--- src/rtl/pm_evt_pkg.sv ---
package pm_evt_pkg;
  localparam int unsigned NUM_STS = 4;
  localparam int unsigned STS_TMR = 0;
  localparam int unsigned STS_GLB = 1;
  localparam int unsigned STS_BTN = 2;
  localparam int unsigned STS_OVR = 3;
  localparam int unsigned SLP_W   = 3;
  localparam logic [SLP_W-1:0] SLP_WORKING = '0;
endpackage

--- src/rtl/pm_btn_monitor.sv ---
module pm_btn_monitor #(
  parameter int unsigned HOLD_TICKS = 4096,
  parameter int unsigned SYNC_STAGES = 2,
  localparam int unsigned CNT_W = (HOLD_TICKS > 1) ? $clog2(HOLD_TICKS) : 1
) (
  input  logic clk_i,
  input  logic rst_ni,
  input  logic pwrbtn_ni,
  input  logic tick_i,
  output logic press_o,
  output logic long_press_o
);
  logic [SYNC_STAGES-1:0] sync_q;
  logic                   lvl_q;
  logic [CNT_W-1:0]       cnt_q;
  logic                   fired_q;
  logic                   btn_low;

  always_ff @(posedge clk_i or negedge rst_ni) begin
    if (!rst_ni) begin
      sync_q <= '1;
      lvl_q  <= 1'b1;
    end else begin
      sync_q <= {sync_q[SYNC_STAGES-2:0], pwrbtn_ni};
      lvl_q  <= sync_q[SYNC_STAGES-1];
    end
  end

  assign btn_low = ~sync_q[SYNC_STAGES-1];
  assign press_o = btn_low & lvl_q;

  // hold counter restarts on release, fires once per press
  always_ff @(posedge clk_i or negedge rst_ni) begin
    if (!rst_ni) begin
      cnt_q   <= '0;
      fired_q <= 1'b0;
    end else if (!btn_low) begin
      cnt_q   <= '0;
      fired_q <= 1'b0;
    end else if (tick_i && !fired_q) begin
      if (cnt_q == CNT_W'(HOLD_TICKS - 1)) fired_q <= 1'b1;
      else                                 cnt_q   <= cnt_q + 1'b1;
    end
  end

  assign long_press_o = btn_low & tick_i & ~fired_q & (cnt_q == CNT_W'(HOLD_TICKS - 1));
endmodule

--- src/rtl/pm_tmr_ovf_det.sv ---
module pm_tmr_ovf_det #(
  parameter int unsigned TMR_W   = 24,
  parameter int unsigned TMR_BIT = 22
) (
  input  logic             clk_i,
  input  logic             rst_ni,
  input  logic [TMR_W-1:0] pm_tmr_i,
  output logic             rise_o
);
  logic bit_q;
  logic primed_q;

  always_ff @(posedge clk_i or negedge rst_ni) begin
    if (!rst_ni) begin
      bit_q    <= 1'b0;
      primed_q <= 1'b0;
    end else begin
      bit_q    <= pm_tmr_i[TMR_BIT];
      primed_q <= 1'b1;
    end
  end

  assign rise_o = primed_q & pm_tmr_i[TMR_BIT] & ~bit_q;
endmodule

--- src/rtl/pm_evt_router.sv ---
module pm_evt_router
  import pm_evt_pkg::*;
(
  input  logic               sci_en_i,
  input  logic               btn_en_i,
  input  logic               tmr_en_i,
  input  logic [SLP_W-1:0]   sleep_st_i,
  input  logic [NUM_STS-1:0] sts_i,
  output logic               sci_o,
  output logic               smi_o,
  output logic               wake_o
);
  logic working;
  logic pend;

  always_comb begin
    working = (sleep_st_i == SLP_WORKING);
    pend    = (sts_i[STS_BTN] & btn_en_i) | (sts_i[STS_TMR] & tmr_en_i);
    sci_o   = working & (sts_i[STS_GLB] | (pend & sci_en_i));
    smi_o   = working & pend & ~sci_en_i;
    // override keeps the button armed for wake
    wake_o  = ~working & sts_i[STS_BTN] & (btn_en_i | sts_i[STS_OVR]);
  end
endmodule

--- src/rtl/pm_evt_status.sv ---
module pm_evt_status
  import pm_evt_pkg::*;
#(
  parameter int unsigned TMR_W      = 24,
  parameter int unsigned TMR_BIT    = 22,
  parameter int unsigned HOLD_TICKS = 4096
) (
  input  logic               clk_i,
  input  logic               rst_ni,
  input  logic               resume_rst_ni,
  input  logic               pwrbtn_ni,
  input  logic               tick_i,
  input  logic [TMR_W-1:0]   pm_tmr_i,
  input  logic               fw_rel_i,
  input  logic               sci_en_i,
  input  logic               btn_en_i,
  input  logic               tmr_en_i,
  input  logic [SLP_W-1:0]   sleep_st_i,
  input  logic               clr_i,
  input  logic [NUM_STS-1:0] clr_mask_i,
  output logic [NUM_STS-1:0] status_o,
  output logic               sci_o,
  output logic               smi_o,
  output logic               wake_o,
  output logic               soft_off_o
);
  logic press;
  logic long_press;
  logic tmr_rise;
  logic [NUM_STS-1:0] clr;
  logic tmr_q, glb_q, btn_q, ovr_q;

  assign clr = clr_i ? clr_mask_i : '0;

  pm_btn_monitor #(.HOLD_TICKS(HOLD_TICKS), .SYNC_STAGES(2)) u_btn (
    .clk_i, .rst_ni, .pwrbtn_ni, .tick_i,
    .press_o(press), .long_press_o(long_press)
  );

  pm_tmr_ovf_det #(.TMR_W(TMR_W), .TMR_BIT(TMR_BIT)) u_tmr (
    .clk_i, .rst_ni, .pm_tmr_i, .rise_o(tmr_rise)
  );

  // set beats clear on every flag
  always_ff @(posedge clk_i or negedge rst_ni) begin
    if (!rst_ni) begin
      tmr_q <= 1'b0;
      glb_q <= 1'b0;
      ovr_q <= 1'b0;
    end else begin
      if (tmr_rise)              tmr_q <= 1'b1;
      else if (clr[STS_TMR])     tmr_q <= 1'b0;
      if (fw_rel_i)              glb_q <= 1'b1;
      else if (clr[STS_GLB])     glb_q <= 1'b0;
      if (long_press)            ovr_q <= 1'b1;
      else if (clr[STS_OVR])     ovr_q <= 1'b0;
    end
  end

  // separate reset domain: survives hard reset
  always_ff @(posedge clk_i or negedge resume_rst_ni) begin
    if (!resume_rst_ni)          btn_q <= 1'b0;
    else if (long_press)         btn_q <= 1'b0;
    else if (press)              btn_q <= 1'b1;
    else if (clr[STS_BTN])       btn_q <= 1'b0;
  end

  always_comb begin
    status_o          = '0;
    status_o[STS_TMR] = tmr_q;
    status_o[STS_GLB] = glb_q;
    status_o[STS_BTN] = btn_q;
    status_o[STS_OVR] = ovr_q;
  end

  assign soft_off_o = long_press;

  pm_evt_router u_route (
    .sci_en_i, .btn_en_i, .tmr_en_i, .sleep_st_i,
    .sts_i(status_o), .sci_o, .smi_o, .wake_o
  );
endmodule

--- config.mk ---
export PLATFORM = sky130hd
export DESIGN_NAME = pm_evt_status
export DESIGN_NICKNAME = d
export VERILOG_FILES = /design/src/rtl/pm_evt_pkg.sv /design/src/rtl/pm_btn_monitor.sv /design/src/rtl/pm_tmr_ovf_det.sv /design/src/rtl/pm_evt_router.sv /design/src/rtl/pm_evt_status.sv
export SDC_FILE = /design/constraint.sdc
export NUM_CORES = 1
export LEC_CHECK = 0
export BUFFER_PORTS_ARGS = -buffer_cell sky130_fd_sc_hd__buf_2
export CAP_MARGIN = 25
export CORE_MARGIN = 2
export CORE_UTILIZATION = 45
export DETAILED_ROUTE_END_ITERATION = 16
export PLACE_DENSITY_LB_ADDON = 0.12
export SLEW_MARGIN = 15
export SYNTH_ARGS = -nofsm -noshare
export SYNTH_HDL_FRONTEND = slang
export SYNTH_SLANG_ARGS = --single-unit
export TNS_END_PERCENT = 50
--- constraint.sdc ---
create_clock -name clk_i -period 4.7 [get_ports clk_i]
set_clock_uncertainty 0.2 [all_clocks]
set_input_delay 0.235 -clock clk_i [delete_from_list [all_inputs] [get_ports clk_i]]
set_output_delay 0.235 -clock clk_i [all_outputs]
set_load 0.005 [all_outputs]
* Word level (Yosys, flattened, before mapping) *
Cells that the tools add are included.
Widths: inputs -> output; s select.

word-level totals
  logic and storage cells = 62
  output and inout bits = 8
  input bits = 41
  register bits = 22

operators by class
  reduce and logical (&&, ||, !) cells = 11
  multiplexer cells = 16
  equal/unequal tests = 2
  bitwise logic cells = 22
  add/sub/neg operators = 1

operators with widths
  kind                   number
  $mux 12                3
  $and 1x1->1            14
  $add 12x1->12 const B  1
  $eq 12x12->1 const B   1
  $mux 1                 12
  $reduce_bool 2->1      5
  $not 1->1              5
  $mux 4                 1
  $reduce_and 2->1       2
  $logic_not 3->1        1
  $or 1x1->1             3
  $reduce_bool 3->1      1
  $ne 2x1->1 const B     1
  $logic_and 1x1->1      1
  $logic_not 1->1        1

* Longest topological paths before layout *
  depth after elaboration = 5
  depth in mapped cells = 6

* By module *
Synthesis repeated with hierarchy kept, for this count alone.

second synthesis, totals
  cells, all modules = 102
  area, all modules = 1,143.6 µm²

modules (own cells, without submodules)
  module          seq. area each (µm²)  area an instance (µm²)  times used  cells an instance
  pm_btn_monitor  404.1                 835.8                   1           74
  pm_evt_status   100.1                 186.4                   1           17
  pm_tmr_ovf_det  50.0                  62.6                    1           4
  pm_evt_router   0.0                   58.8                    1           7

* Worst setup path before layout *
Ideal clock, no wire load.

  kind = flip-flop to output port
  start point = register u_btn.cnt_q[0]
  end point = output soft_off_o
  slack = 2.841 ns
  cell stages (with the launch flop) = 5
  buffers on the path = 0
  arrival = 1.424 ns
  cells stage by stage = dfrtp_1 > ha_1 > and4_2 > nand4_1 > nor4_2

between the ends
  longest elaborated chain between the ends = 2

ends and longest elaborated chain
  item                      line                  text
  start: declaration        pm_btn_monitor.sv:15  logic [CNT_W-1:0] cnt_q;
  start signal: assignment  pm_btn_monitor.sv:42  else cnt_q <= cnt_q + 1'b1;
  $eq 12x12->1              pm_btn_monitor.sv:46  assign long_press_o = btn_low & tick_i & ~fired_q & (cnt_q == CNT_W'(HOLD_TICKS - 1));
  $and 1x1->1               pm_btn_monitor.sv:46
  end: declaration          pm_evt_status.sv:25   output logic soft_off_o

Every way passes these cells.

* Worst setup path in the final report *
Same ends and word-level chain as after synthesis.

==> impl_table.tex <==
\begin{tabular}{lr}
\hline
Metric & Value \\
\hline
\multicolumn{2}{l}{\textbf{Yosys}} \\
Most used DFF post-synth & sky130\_fd\_sc\_hd\_\_dfrtp\_1 \\
Asr flop ratio synth & 100\% \\
Post-Synthesis Mean Instance Area & 10.1 um\^{}2 \\
Sequential area share after synthesis & 51.9\% \\
Number of enable flip-flop cells after synthesis & 0 \\
Top-area cell type share of the netlist area & around 44\% \\
Post-synthesis instance area & 0.00107 mm\^{}2 \\
Post-synthesis instance total & $\sim$110 \\
Post-synth top area cell & sky130\_fd\_sc\_hd\_\_dfrtp\_1 \\
Synthesized net count & between 100 and 150 \\
Warning count from the yosys run & 0 \\
Cell types with the largest area share after synthesis & sky130\_fd\_sc\_hd\_\_dfrtp\_1, sky130\_fd\_sc\_hd\_\_dfstp\_2, sky130\_fd\_sc\_hd\_\_a21oi\_1 \\
Number of distinct library cells after synthesis & 37 \\
Synthesized flop and latch total & 22 \\
\multicolumn{2}{l}{\textbf{Global routing}} \\
Pin count of the biggest net entering global routing & 22 \\
Via count of the first global-routing pass & 870 \\
Number of antenna violations at the first check in global routing & 0 \\
Wire length of the first global-routing pass & 3630 um \\
GRT Total Usage & roughly 18\% \\
Gr ovfl total & 0 \\
\multicolumn{2}{l}{\textbf{Route}} \\
Mean number of vias per cell & 5.43 \\
Vias post-DR & 902 \\
Average wire per standard cell & 12.7 um \\
Starting DRT DRC Count & 2 \\
Total length of routed wires & $\sim$2100 um \\
Antenna viol nets, final & 0 \\
Number of detailed-routing iterations run before antenna repair & 3 \\
Count of unresolved DRC violations after routing & 0 \\
\multicolumn{2}{l}{\textbf{Status}} \\
Result of the run & finished, final reports clean \\
\multicolumn{2}{l}{\textbf{Layout}} \\
Area growth syn-to-layout & 24.7\% \\
Highest-count cells in the layout ignoring fill and taps & sky130\_fd\_sc\_hd\_\_buf\_2, sky130\_fd\_sc\_hd\_\_dfrtp\_1, sky130\_fd\_sc\_hd\_\_nand2\_1, sky130\_fd\_sc\_hd\_\_dlygate4sd3\_1, sky130\_fd\_sc\_hd\_\_a21oi\_1 \\
Fraction of final layout cells sized beyond drive strength 1 & between 30\% and 40\% \\
Post-layout net count & about 180 \\
Fillers & $\sim$200 \\
Most common cell after layout, fill and taps aside & sky130\_fd\_sc\_hd\_\_buf\_2 \\
Number of inserted diodes & 0 \\
\multicolumn{2}{l}{\textbf{CTS}} \\
Clock tree from TritonCTS & done \\
CTS root buf & sky130\_fd\_sc\_hd\_\_clkbuf\_4 \\
Resized Gates After CTS & 0 \\
Clock insertion delay at the later pin of the skew report & between 0.3 and 0.4 ns \\
Number of buffers inserted to repair setup after CTS & 0 \\
Htree depth & 1 \\
Total number of clock tree sinks & 22 \\
Post-CTS clock slew at the launch and capture registers of the worst setup and hold paths & around 0.12 ns \\
Clock buffer count from CTS & 3 \\
Longest Clk Path Bufs & 2 \\
Number of buffers added to fix hold violations after cts & 9 \\
\multicolumn{2}{l}{\textbf{Run}} \\
Number of max-cap violations & 0 \\
\multicolumn{2}{l}{\textbf{Floorplanning}} \\
Core ar. & between 0.002 and 0.0025 mm\^{}2 \\
Die Ht & about 53 um \\
Die width & 52.7 um \\
Num rows & 17 \\
Number of top-level design ports & 49 \\
Die ar. & approximately 0.0028 mm\^{}2 \\
Initial Utilization & between 40\% and 50\% \\
\multicolumn{2}{l}{\textbf{Min path}} \\
Class of the most critical hold timing path & in -> reg \\
\multicolumn{2}{l}{\textbf{Timing}} \\
Unrepaired setup endpoints after global routing & no \\
Count of final setup violators & 0 \\
Final Cycle Share & about 54\% \\
Setup slack of the critical path after layout & between 2 and 2.5 ns \\
Min cycle time layout & 2.56 ns \\
Final-report hold violation count & 0 \\
Max Transition Viols Final & 0 \\
Final-layout setup total negative slack & 0 ns \\
Maximum operating frequency & a little under 400 MHz \\
Worst-Margin Slew & a little under 1 ns \\
Normalized max-slew margin & between 30\% and 40\% \\
\multicolumn{2}{l}{\textbf{Placed design}} \\
Number of input and output port buffers inserted & 25 \\
Post-DP HPWL & 1520 um \\
Setup WS pre-CTS & 2.37 ns \\
Final weighted congestion of routability-driven global placement & roughly 0.77 \\
\multicolumn{2}{l}{\textbf{Worst setup path}} \\
Required @ worst endpoint & between 4 and 5 ns \\
Crit Path Max Fanout & 6 \\
Worst Setup Path Type & reg -> out \\
Kind of end point of the critical path & output pin \\
Critical Path Start Type & flip-flop \\
Arrival time at the worst endpoint & $\sim$2.1 ns \\
\multicolumn{2}{l}{\textbf{Power and ir drop}} \\
Pwr per Cell Area & between 200 and 300 mW/mm\^{}2 \\
Overall Power & between 300 and 400 uW \\
Leakage power total & between 0.0005 and 0.0006 uW \\
Peak supply drop & approximately 0.38 mV \\
\hline
\end{tabular}
## state kept, by name (all words and copies together), names as in the netlist
| name | cells |
|---|---|
| u_btn.sync_q | 2 |
| glb_q | 1 |
| tmr_q | 1 |
| ovr_q | 1 |
| u_btn.cnt_q | 12 |
| u_btn.fired_q | 1 |
| u_tmr.bit_q | 1 |
| u_btn.lvl_q | 1 |
| u_tmr.primed_q | 1 |
| btn_q | 1 |
## per-layer routing
metal	share of wire (%)	up-vias	GRT usage, %	wire length (um)
li1	-	444	-	-
met1	46	443	21.5	971
met2	50	11	30.8	1040
met3	3.1	4	5.14	65
met4	1.2	0	5.13	25
met5	0	-	0	0
## critical path, cell delays in order (launching register included)
cell                      delay, ns
sky130_fd_sc_hd__dfrtp_1       0.42
sky130_fd_sc_hd__ha_1          0.23
sky130_fd_sc_hd__and4_2        0.25
sky130_fd_sc_hd__nand4_1       0.25
sky130_fd_sc_hd__nor4_2        0.47
sky130_fd_sc_hd__buf_2         0.19
## area by class of cell
class	instances	area [um^2]	share of cell area [%]
clock inverters	1	30.0	2.25
inverters	3	11.3	0.845
flip-flops and latches	22	554	41.6
well taps	28	35.0	2.63
repair buffers	34	215	16.2
clock buffers	3	22.5	1.69
multi-input cells	75	464	34.8
## power breakdown
group / internal, uW / switching (uW)
Clock: 86.2 / 58.6
Sequential: 197 / 6.72
Combinational: 18.8 / 16.1
Total: 302 / 81.4
## kinds of logic after synthesis
kind of cell | count (synthesis) | synth area share [%]
other cells | 1 | 0.351
compound gates | 28 | 17.1
xor+xnor | 1 | 0.820
fa+ha+maj | 1 | 1.17
buf+inv | 9 | 4.68
flops | 22 | 51.9
mux | 1 | 0.937
simple gates | 43 | 23.1
## cell usage after synthesis (2+ instances only)
cell type	count
sky130_fd_sc_hd__dfrtp_1	19
sky130_fd_sc_hd__buf_4	4
sky130_fd_sc_hd__nor2_1	6
sky130_fd_sc_hd__a21oi_1	8
sky130_fd_sc_hd__nand3_1	5
sky130_fd_sc_hd__nand2_1	9
sky130_fd_sc_hd__nand4_1	3
sky130_fd_sc_hd__nand2_2	2
sky130_fd_sc_hd__a21o_1	3
sky130_fd_sc_hd__nor3_1	3
sky130_fd_sc_hd__or3_1	3
sky130_fd_sc_hd__o31ai_1	3
sky130_fd_sc_hd__dfstp_2	3
sky130_fd_sc_hd__inv_1	3
sky130_fd_sc_hd__a22oi_1	2
sky130_fd_sc_hd__o21ai_0	7
sky130_fd_sc_hd__or3_2	3
## final timing paths
kind	end	cells past startpoint	slack, ns	startpoint
max	soft_off_o	5	2.14	u_btn.cnt_q[0]
min	ovr_q	3	0.04	clr_i
max reg2reg	u_btn.cnt_q[1]	5	2.35	u_btn.cnt_q[0]
min reg2reg	u_btn.sync_q[1]	0	0.17	u_btn.sync_q[0]
max in group asynchronous	btn_q	3	3.65	resume_rst_ni
min in group asynchronous	ovr_q	2	0.19	rst_ni
## metrics by stage
step | hold slack [ns] | utilization (%) | instances | area, um^2
final | 0.0379 | 59.7 | 166 | 1330
after floorplan | -0.261 | - | 106 | 1070
after CTS | 0.0347 | 59.7 | 166 | 1330
after global placement | -0.191 | 53.3 | 153 | 1190
after detailed placement | -0.189 | 53.3 | 153 | 1190
after global routing | 0.0514 | 59.7 | 166 | 1330
No activity file was read; power rests on OpenSTA's default activity.
